$ cat src/rtl/ftx_pkg.sv
package ftx_pkg;
  localparam int BYTE_W = 8;
  localparam int LEN_W  = 2 * BYTE_W;
  localparam int KIND_W = 3;
  localparam int SUB_W  = BYTE_W - KIND_W;

  localparam logic [BYTE_W-1:0] START_MARK    = 8'hFE;
  localparam logic [KIND_W-1:0] KIND_SYNC_REQ = 3'd1;

  typedef enum logic [2:0] {
    PH_IDLE, PH_START, PH_LEN_LO, PH_LEN_HI, PH_KIND, PH_CMD, PH_BODY, PH_CHECK
  } phase_e;

  typedef struct packed {
    logic [KIND_W-1:0] kind;
    logic [SUB_W-1:0]  sub;
    logic [BYTE_W-1:0] cmd;
    logic [LEN_W-1:0]  len;
  } hdr_t;
endpackage

$ cat src/rtl/ftx_xor_acc.sv
module ftx_xor_acc #(
  parameter int W = 8
) (
  input  logic         clk,
  input  logic         rst_n,
  input  logic         clr,
  input  logic         en,
  input  logic [W-1:0] din,
  output logic [W-1:0] acc
);
  always_ff @(posedge clk) begin
    if (!rst_n || clr) acc <= '0;
    else if (en)       acc <= acc ^ din;
  end
endmodule

$ cat src/rtl/ftx_req_lock.sv
module ftx_req_lock (
  input  logic clk,
  input  logic rst_n,
  input  logic set_i,
  input  logic clr_i,
  output logic pending
);
  // set wins: a request completing overrides a stray response pulse
  always_ff @(posedge clk) begin
    if (!rst_n)      pending <= 1'b0;
    else if (set_i)  pending <= 1'b1;
    else if (clr_i)  pending <= 1'b0;
  end
endmodule

$ cat src/rtl/ftx_seq_ctrl.sv
module ftx_seq_ctrl
  import ftx_pkg::*;
(
  input  logic              clk,
  input  logic              rst_n,
  input  logic              hdr_fire,
  input  hdr_t              hdr_in,
  input  logic              pl_valid,
  input  logic [BYTE_W-1:0] pl_data,
  input  logic              out_ready,
  input  logic [BYTE_W-1:0] check_val,
  output phase_e            phase,
  output logic              out_valid,
  output logic [BYTE_W-1:0] out_data,
  output logic              pl_ready,
  output logic              sum_en,
  output logic              frame_done,
  output logic [KIND_W-1:0] kind_q
);
  hdr_t             hdr_q;
  logic [LEN_W-1:0] left_q;
  phase_e           nxt;
  logic             fire;

  assign kind_q = hdr_q.kind;

  always_comb begin
    out_valid = (phase != PH_IDLE);
    out_data  = '0;
    pl_ready  = 1'b0;
    unique case (phase)
      PH_START:  out_data = START_MARK;
      PH_LEN_LO: out_data = hdr_q.len[BYTE_W-1:0];
      PH_LEN_HI: out_data = hdr_q.len[LEN_W-1:BYTE_W];
      PH_KIND:   out_data = {hdr_q.kind, hdr_q.sub};
      PH_CMD:    out_data = hdr_q.cmd;
      PH_BODY: begin
        out_valid = pl_valid;
        out_data  = pl_data;
        pl_ready  = out_ready;
      end
      PH_CHECK:  out_data = check_val;
      default:   out_data = '0;
    endcase
  end

  assign fire       = out_valid && out_ready;
  assign sum_en     = fire && (phase != PH_START) && (phase != PH_CHECK);
  assign frame_done = fire && (phase == PH_CHECK);

  always_comb begin
    nxt = phase;
    unique case (phase)
      PH_IDLE:   if (hdr_fire) nxt = PH_START;
      PH_START:  if (fire) nxt = PH_LEN_LO;
      PH_LEN_LO: if (fire) nxt = PH_LEN_HI;
      PH_LEN_HI: if (fire) nxt = PH_KIND;
      PH_KIND:   if (fire) nxt = PH_CMD;
      PH_CMD:    if (fire) nxt = (hdr_q.len == '0) ? PH_CHECK : PH_BODY;
      PH_BODY:   if (fire && left_q == LEN_W'(1)) nxt = PH_CHECK;
      PH_CHECK:  if (fire) nxt = PH_IDLE;
      default:   nxt = PH_IDLE;
    endcase
  end

  always_ff @(posedge clk) begin
    if (!rst_n) begin
      phase  <= PH_IDLE;
      hdr_q  <= '0;
      left_q <= '0;
    end else begin
      phase <= nxt;
      if (hdr_fire) begin
        hdr_q  <= hdr_in;
        left_q <= hdr_in.len;
      end else if (fire && phase == PH_BODY) begin
        left_q <= left_q - LEN_W'(1);
      end
    end
  end
endmodule

$ cat src/rtl/framed_tx_seq.sv
module framed_tx_seq
  import ftx_pkg::*;
(
  input  logic              clk,
  input  logic              rst_n,
  input  logic              hdr_valid,
  output logic              hdr_ready,
  input  logic [KIND_W-1:0] hdr_kind,
  input  logic [SUB_W-1:0]  hdr_sub,
  input  logic [BYTE_W-1:0] hdr_cmd,
  input  logic [LEN_W-1:0]  hdr_len,
  input  logic              pl_valid,
  output logic              pl_ready,
  input  logic [BYTE_W-1:0] pl_data,
  output logic              out_valid,
  input  logic              out_ready,
  output logic [BYTE_W-1:0] out_data,
  input  logic              resp_seen,
  output logic              busy,
  output logic              req_pending
);
  phase_e            phase;
  hdr_t              hdr_in;
  logic              hdr_fire, sum_en, frame_done;
  logic [BYTE_W-1:0] check_val;
  logic [KIND_W-1:0] kind_q;

  assign hdr_in    = '{kind: hdr_kind, sub: hdr_sub, cmd: hdr_cmd, len: hdr_len};
  assign hdr_ready = (phase == PH_IDLE) && !req_pending;
  assign hdr_fire  = hdr_valid && hdr_ready;
  assign busy      = (phase != PH_IDLE);

  ftx_seq_ctrl u_ctrl (
    .clk        (clk),
    .rst_n      (rst_n),
    .hdr_fire   (hdr_fire),
    .hdr_in     (hdr_in),
    .pl_valid   (pl_valid),
    .pl_data    (pl_data),
    .out_ready  (out_ready),
    .check_val  (check_val),
    .phase      (phase),
    .out_valid  (out_valid),
    .out_data   (out_data),
    .pl_ready   (pl_ready),
    .sum_en     (sum_en),
    .frame_done (frame_done),
    .kind_q     (kind_q)
  );

  ftx_xor_acc #(.W(BYTE_W)) u_sum (
    .clk   (clk),
    .rst_n (rst_n),
    .clr   (hdr_fire),
    .en    (sum_en),
    .din   (out_data),
    .acc   (check_val)
  );

  ftx_req_lock u_lock (
    .clk     (clk),
    .rst_n   (rst_n),
    .set_i   (frame_done && (kind_q == KIND_SYNC_REQ)),
    .clr_i   (resp_seen),
    .pending (req_pending)
  );
endmodule

$ cat config.mk
export PLATFORM = sky130hd
export DESIGN_NAME = framed_tx_seq
export DESIGN_NICKNAME = d
export VERILOG_FILES = /design/src/rtl/ftx_pkg.sv /design/src/rtl/ftx_xor_acc.sv /design/src/rtl/ftx_req_lock.sv /design/src/rtl/ftx_seq_ctrl.sv /design/src/rtl/framed_tx_seq.sv
export SDC_FILE = /design/constraint.sdc
export NUM_CORES = 1
export LEC_CHECK = 0
export BUFFER_PORTS_ARGS = -buffer_cell sky130_fd_sc_hd__buf_2
export CAP_MARGIN = 20
export CORE_ASPECT_RATIO = 1.4
export CORE_UTILIZATION = 30
export CTS_BUF_LIST = sky130_fd_sc_hd__clkbuf_8
export CTS_CLUSTER_SIZE = 20
export DETAILED_ROUTE_END_ITERATION = 8
export PLACE_DENSITY = 0.6
export SETUP_SLACK_MARGIN = 0.05
export SYNTH_ARGS = -nofsm -noshare
export SYNTH_HDL_FRONTEND = slang
export SYNTH_SLANG_ARGS = --single-unit
$ cat constraint.sdc
create_clock -name clk -period 5.6 [get_ports clk]
set_clock_uncertainty 0.2 [all_clocks]
set_input_delay 0 -clock clk [delete_from_list [all_inputs] [get_ports clk]]
set_output_delay 0 -clock clk [all_outputs]
set_load 0.05 [all_outputs]
* Yosys cells after proc, flatten, opt, wreduce, memory -nomap -nowiden
Index checks and enable logic that the tools add are counted.
W data, S select, Z words.
** Cells by class
- $add $sub $neg :: 1
- Equal/unequal tests :: 19
- Mux-type cells :: 17
- Bitwise gates (word level) :: 1
- Reduce and logical (&&, ||, !) cells :: 18
** Operator list (number)
- $pmux W8 S7 :: 1
- $mux W16 :: 2
- $mux W3 :: 8
- $pmux W3 S8 :: 1
- $eq A16 B1 Y1 const B :: 1
- $logic_not A16 Y1 :: 1
- $ne A2 B1 Y1 const B :: 8
- $sub A16 B1 Y16 const B :: 1
- $eq A3 B3 Y1 const B :: 4
- $logic_and A1 B1 Y1 :: 9
- $reduce_and A8 Y1 :: 1
- $xor A8 B8 Y8 :: 1
- $eq A3 B1 Y1 const B :: 2
- $eq A3 B2 Y1 const B :: 2
- $mux W1 :: 5
- $reduce_bool A2 Y1 :: 2
- $logic_not A3 Y1 :: 1
- $ne A3 B1 Y1 const B :: 1
- $ne A3 B3 Y1 const B :: 1
- $reduce_bool A3 Y1 :: 1
- $logic_not A1 Y1 :: 2
- $logic_or A1 B1 Y1 :: 1
** Word-level totals
- Register bits after elaboration :: 60
- Input bits :: 46
- Output and inout bits :: 13
- Logic and storage cells :: 64

* Longest topological paths before layout
- Depth after elaboration :: 6
- Depth in mapped cells :: 9
- Depth with buffers taken out :: 7

* Hierarchy
From an unflattened synthesis, not the netlist that was laid out.
** Second synthesis, totals
- Cell total of the unflattened synthesis :: 354
- Area total of the unflattened synthesis :: 3288.2 sq um
** Modules (own cells, without submodules)
- ftx_seq_ctrl :: instances 1, cells each 311, area each 2826.5 sq um, seq. area each 1021.0 sq um
- ftx_xor_acc :: instances 1, cells each 36, area each 384.1 sq um, seq. area each 160.2 sq um
- ftx_req_lock :: instances 1, cells each 3, area each 41.3 sq um, seq. area each 20.0 sq um
- framed_tx_seq :: instances 1, cells each 4, area each 36.3 sq um, seq. area each 0.0 sq um

* Least setup slack after synthesis
OpenSTA, ideal clock, no wires.
- Kind :: register to register
- Start point :: register u_ctrl.phase[0]
- End point :: register u_sum.acc[0]
- Setup time :: 122 ps
- Arrival time :: 2356 ps
- Required time :: 5278 ps
- Setup slack :: 2922 ps
- Cell stages (with the launch flop) :: 10
- Buffers on the path :: 2
- Clock period less this slack :: 2678 ps
- Cells stage by stage :: dfxtp_1 > inv_1 > ha_1 > buf_2 > buf_2 > a22oi_1 > a31oi_1 > nor2b_1 > xnor2_1 > nor2_1
** Between the ends
- Elaborated cells between the ends (all ways) :: 20
- Classes of those cells :: eq/ne: 9; mux: 2; bitwise: 1; reduce/logical: 8
** RTL lines
- start: declaration :: RTL line ftx_seq_ctrl.sv:12 : output phase_e phase,
- start signal: assignment :: RTL line ftx_seq_ctrl.sv:72 : phase <= nxt;
- $eq A3 B3 Y1 (tied with other cells) :: RTL line ftx_seq_ctrl.sv:31 : unique case (phase)
- $pmux W8 S7 * :: RTL line ftx_seq_ctrl.sv:31
- via out_data[0] :: RTL line framed_tx_seq.sv:17 : output logic [BYTE_W-1:0] out_data,
- $xor A8 B8 Y8 * :: RTL line ftx_xor_acc.sv:13 : else if (en) acc <= acc ^ din;
- end signal: assignment :: RTL line ftx_xor_acc.sv:13
- end: declaration :: RTL line ftx_xor_acc.sv:9 : output logic [W-1:0] acc
Mark *: on every way through the listed nets, which the timed path passes. The rest lies on a longest branch.
A chain may end at the register's enable or synchronous reset.

* Worst setup path after layout
- Start point :: register u_ctrl.phase[0]
- End point :: register u_ctrl.left_q[11]
** Between the ends
- Longest elaborated chain between the ends :: 5
- Elaborated cells between the ends (all ways) :: 10
- Classes of those cells :: eq/ne: 1; mux: 2; reduce/logical: 7
** Ends and longest elaborated chain
- $eq A3 B3 Y1 or $reduce_bool A3 Y1 (tied branches) :: RTL line ftx_seq_ctrl.sv:31, ftx_seq_ctrl.sv:76, ftx_seq_ctrl.sv:28
- $mux W1 :: RTL line ftx_seq_ctrl.sv:31
- $logic_and A1 B1 Y1 :: RTL line ftx_seq_ctrl.sv:47 : assign fire = out_valid && out_ready;
- $logic_and A1 B1 Y1 :: RTL line ftx_seq_ctrl.sv:76 : end else if (fire && phase == PH_BODY) begin
- $reduce_bool A2 Y1 (no source line)
- end signal: assignment :: RTL line ftx_seq_ctrl.sv:75 : left_q <= hdr_in.len;
- end signal: assignment :: RTL line ftx_seq_ctrl.sv:77 : left_q <= left_q - LEN_W'(1);
- end: declaration :: RTL line ftx_seq_ctrl.sv:21 : logic [LEN_W-1:0] left_q;
Parallel ways exist; a longest one is shown, timed or not.

==> flow_summary.toml <==
[timing]
totalNegativeSetupSlack_ps = 0
hold_slack_ps = 26.68
slew_headroom_pct = 49.38
rsz0062_at_grt = "no"
worst_pin_slew_ps = 759.3
fmax_ghz = 0.3097
hold_viol = 0
period_needed_ps = 3229
final_max_slew_viol_count = 0
setup_violations = 0
period_share_pct = 57.66

[setup_path]
slowest_stage = "nor3b_4"
critPathArrivalTime_ps = 3290
crit_fanout = 22
cp-start-kind = "flip-flop"
cp-end-kind = "flip-flop"
worst-setup-path-type = "reg -> reg"
worstPathCellList = "inv_1 -> ha_1 -> nand2b_1 -> nor3b_4 -> buf_4 -> nand3_1 -> dlygate4sd3_1 -> o21ai_0"
worstPathRequired_ps = 5660
crit_buf_inv = 3
critPathMaxStageDelay_ps = 620
crit_family = "buffers and inverters"

[layout]
fin_nets = 521
finalNonFillerCells = 607
fin_area_um2 = 4044
syn_to_final_growth_pct = 33.17
n_antenna_cell = 0
layout-drive-gt1-share_pct = 19.92

[synthesis]
synthFlopType = "dfxtp_1"
yosysWarnings = 0
synth-adder-area-share_pct = 2.472
synth_area_per_cell_um2 = 8.033
synth-xor-area-share_pct = 5.768
synth_commonest_cells = "nand2_1, dfxtp_1, a21oi_1"
synth_area_leaders = "dfxtp_1, nand2_1, a21oi_1, mux2_2, xnor2_1"
synth-seq-cells = 60
synth_edf_count = 0
synth_cell_type_count = 48
synth.most_common_cell = "nand2_1"
yosysSeqAreaShare_pct = 39.56
synthSimpleGateAreaFrac_pct = 23.69
postSynth.asyncResetShare_pct = 0
synth-compound-area-share_pct = 19.20
syn_nets = 430
synth_top_family_by_area = "simple AND/OR/NAND/NOR gates"
yosysTopAreaCell = "dfxtp_1"
synth_cells = 378
synthMuxAreaShare_pct = 4.409
yosysTopAreaCellShare_pct = 39.56
synth_area_um2 = 3037

[grt]
grt-ovfl-total = 0
grt-busiest-layer = "met2"
met3_usage_pct = 3.878
grt_pass1_wl_um = 13860
grt_use_met2_pct = 31.59
use_met1_pct = 19.59
grt_max_degree = 42
track_usage_pct = 17.34
antenna_found_initial = 0
first_global_vias = 2886

[die]
die_area_um2 = 10530
core_um2 = 9899
die_width_um = 87.03
start_util_pct = 30.67
io_pins = 59
die_y_um = 121.0
rows = 43

[power_and_ir_drop]
p_leak_nw = 1.536
power_density_nw_per_um2 = 433.3
finalPower_mw = 1.752
vdd_drop_max_uv = 166.0

[clocking]
cts_buffer_depth = 2
cts_resized = 0
cts_tree = "yes"
numCtsBuffers = 9
path_clk_slew_ps = 70
htreeDepth = 3
insertion_delay_ps = 340
cts-root-buf = "clkbuf_8"
holdBufCountCts = 44
cts_sinks = 60
cts_setup_buffers = 0

[drt]
post_drt_wl_per_cell_um = 14.31
firstDrtPassIters = 4
avgViaCountPerCell = 4.965
num_vias = 3014
routed_wl_um = 8684
drtIter0Drc = 160
drc = 0
ant_nets = 0

[place]
dp_hpwl_um = 6120
io_buffer_count = 58
place_inst = 549
dpl_cell_area_um2 = 3413
gp_congestion = 0.7677

[flow_run]
max_cap_viol_count = 0

[run_status]
status = "finished, final reports clean"

[min_path]
hp-class = "in -> reg"
[worst min-delay path, delay by kind of cell]
family,cells,cell delay (ps)
compound gates,1,60
xor+xnor,1,130
buf+inv,1,130
simple gates,2,190
[cell type report]
type | count | area (um2)
Timing Repair Buffer | 106 | 760.7
Clock buffer | 11 | 151.4
Fill cell | 1015 | 5856
Tap cell | 135 | 168.9
Inverter | 8 | 30.03
Sequential cell | 60 | 1201
Clock inverter | 3 | 38.79
Multi-Input combinational cell | 284 | 1693
[flip-flops by register name (all words and copies together), names as in the netlist]
register	count
u_ctrl.hdr_q	29
u_ctrl.kind_q	3
u_ctrl.left_q	16
u_ctrl.phase	3
u_lock.pending	1
u_sum.acc	8
[kinds of logic after synthesis]
kind of cell	after synthesis
compound gates	93
buf+inv	34
flops	60
fa+ha+maj	6
mux	12
xor+xnor	20
simple gates	153
[worst paths after layout]
path	start	end	cells past startpoint	slack, ps
max reg2reg	u_ctrl.phase[0]	u_ctrl.left_q[11]	8	2370
min	pl_valid	u_ctrl.left_q[3]	5	30
min reg2reg	u_ctrl.hdr_q[17]	u_ctrl.hdr_q[17]	2	250
max	u_ctrl.phase[0]	u_ctrl.left_q[11]	8	2370
[per-stage QoR]
step / setup WS [ps] / util (%)
2_1_floorplan: 2922 / -
3_3_place_gp: 2641 / 34.48
3_5_place_dp: 2523 / 34.48
4_1_cts: 2394 / 40.85
5_1_grt: 2107 / 40.85
6_report: 2371 / 40.85
[per-layer routing]
metal	up-vias	wire length (um)
li1	1505	-
met1	1439	3751
met2	60	4479
met3	10	308
met4	0	144
met5	-	0
[power by group]
group / switching [mW] / internal [mW] / total [mW]
registers: 0.0739 / 0.511 / 0.585
clock network: 0.161 / 0.222 / 0.383
logic: 0.520 / 0.264 / 0.784
total: 0.754 / 0.998 / 1.75
[cell usage in the layout (no fill, tap or decap), types with 2 or more instances in the layout]
cell type | netlist | layout
nor4b_1 | 2 | 2
nor3_1 | 5 | 5
dlygate4sd3_1 | 0 | 44
a2111oi_0 | 2 | 2
a21oi_1 | 49 | 49
nand2_1 | 89 | 89
a221oi_1 | 4 | 4
buf_4 | 0 | 4
or3_1 | 2 | 2
nand2b_1 | 6 | 6
a211oi_1 | 3 | 3
and4_1 | 2 | 2
a32oi_1 | 5 | 5
mux2_2 | 11 | 11
inv_1 | 8 | 9
dfxtp_1 | 60 | 60
xnor2_1 | 14 | 14
buf_2 | 16 | 58
o211ai_1 | 2 | 2
a222oi_1 | 3 | 3
o21ai_0 | 11 | 11
nor2_1 | 17 | 17
nand3_1 | 11 | 11
a31oi_1 | 6 | 6
xor2_1 | 6 | 6
a22oi_1 | 2 | 2
nor4_1 | 4 | 4
clkbuf_8 | 0 | 11
nand4_1 | 2 | 2
ha_1 | 6 | 6
No activity file was read; power rests on OpenSTA's default activity.
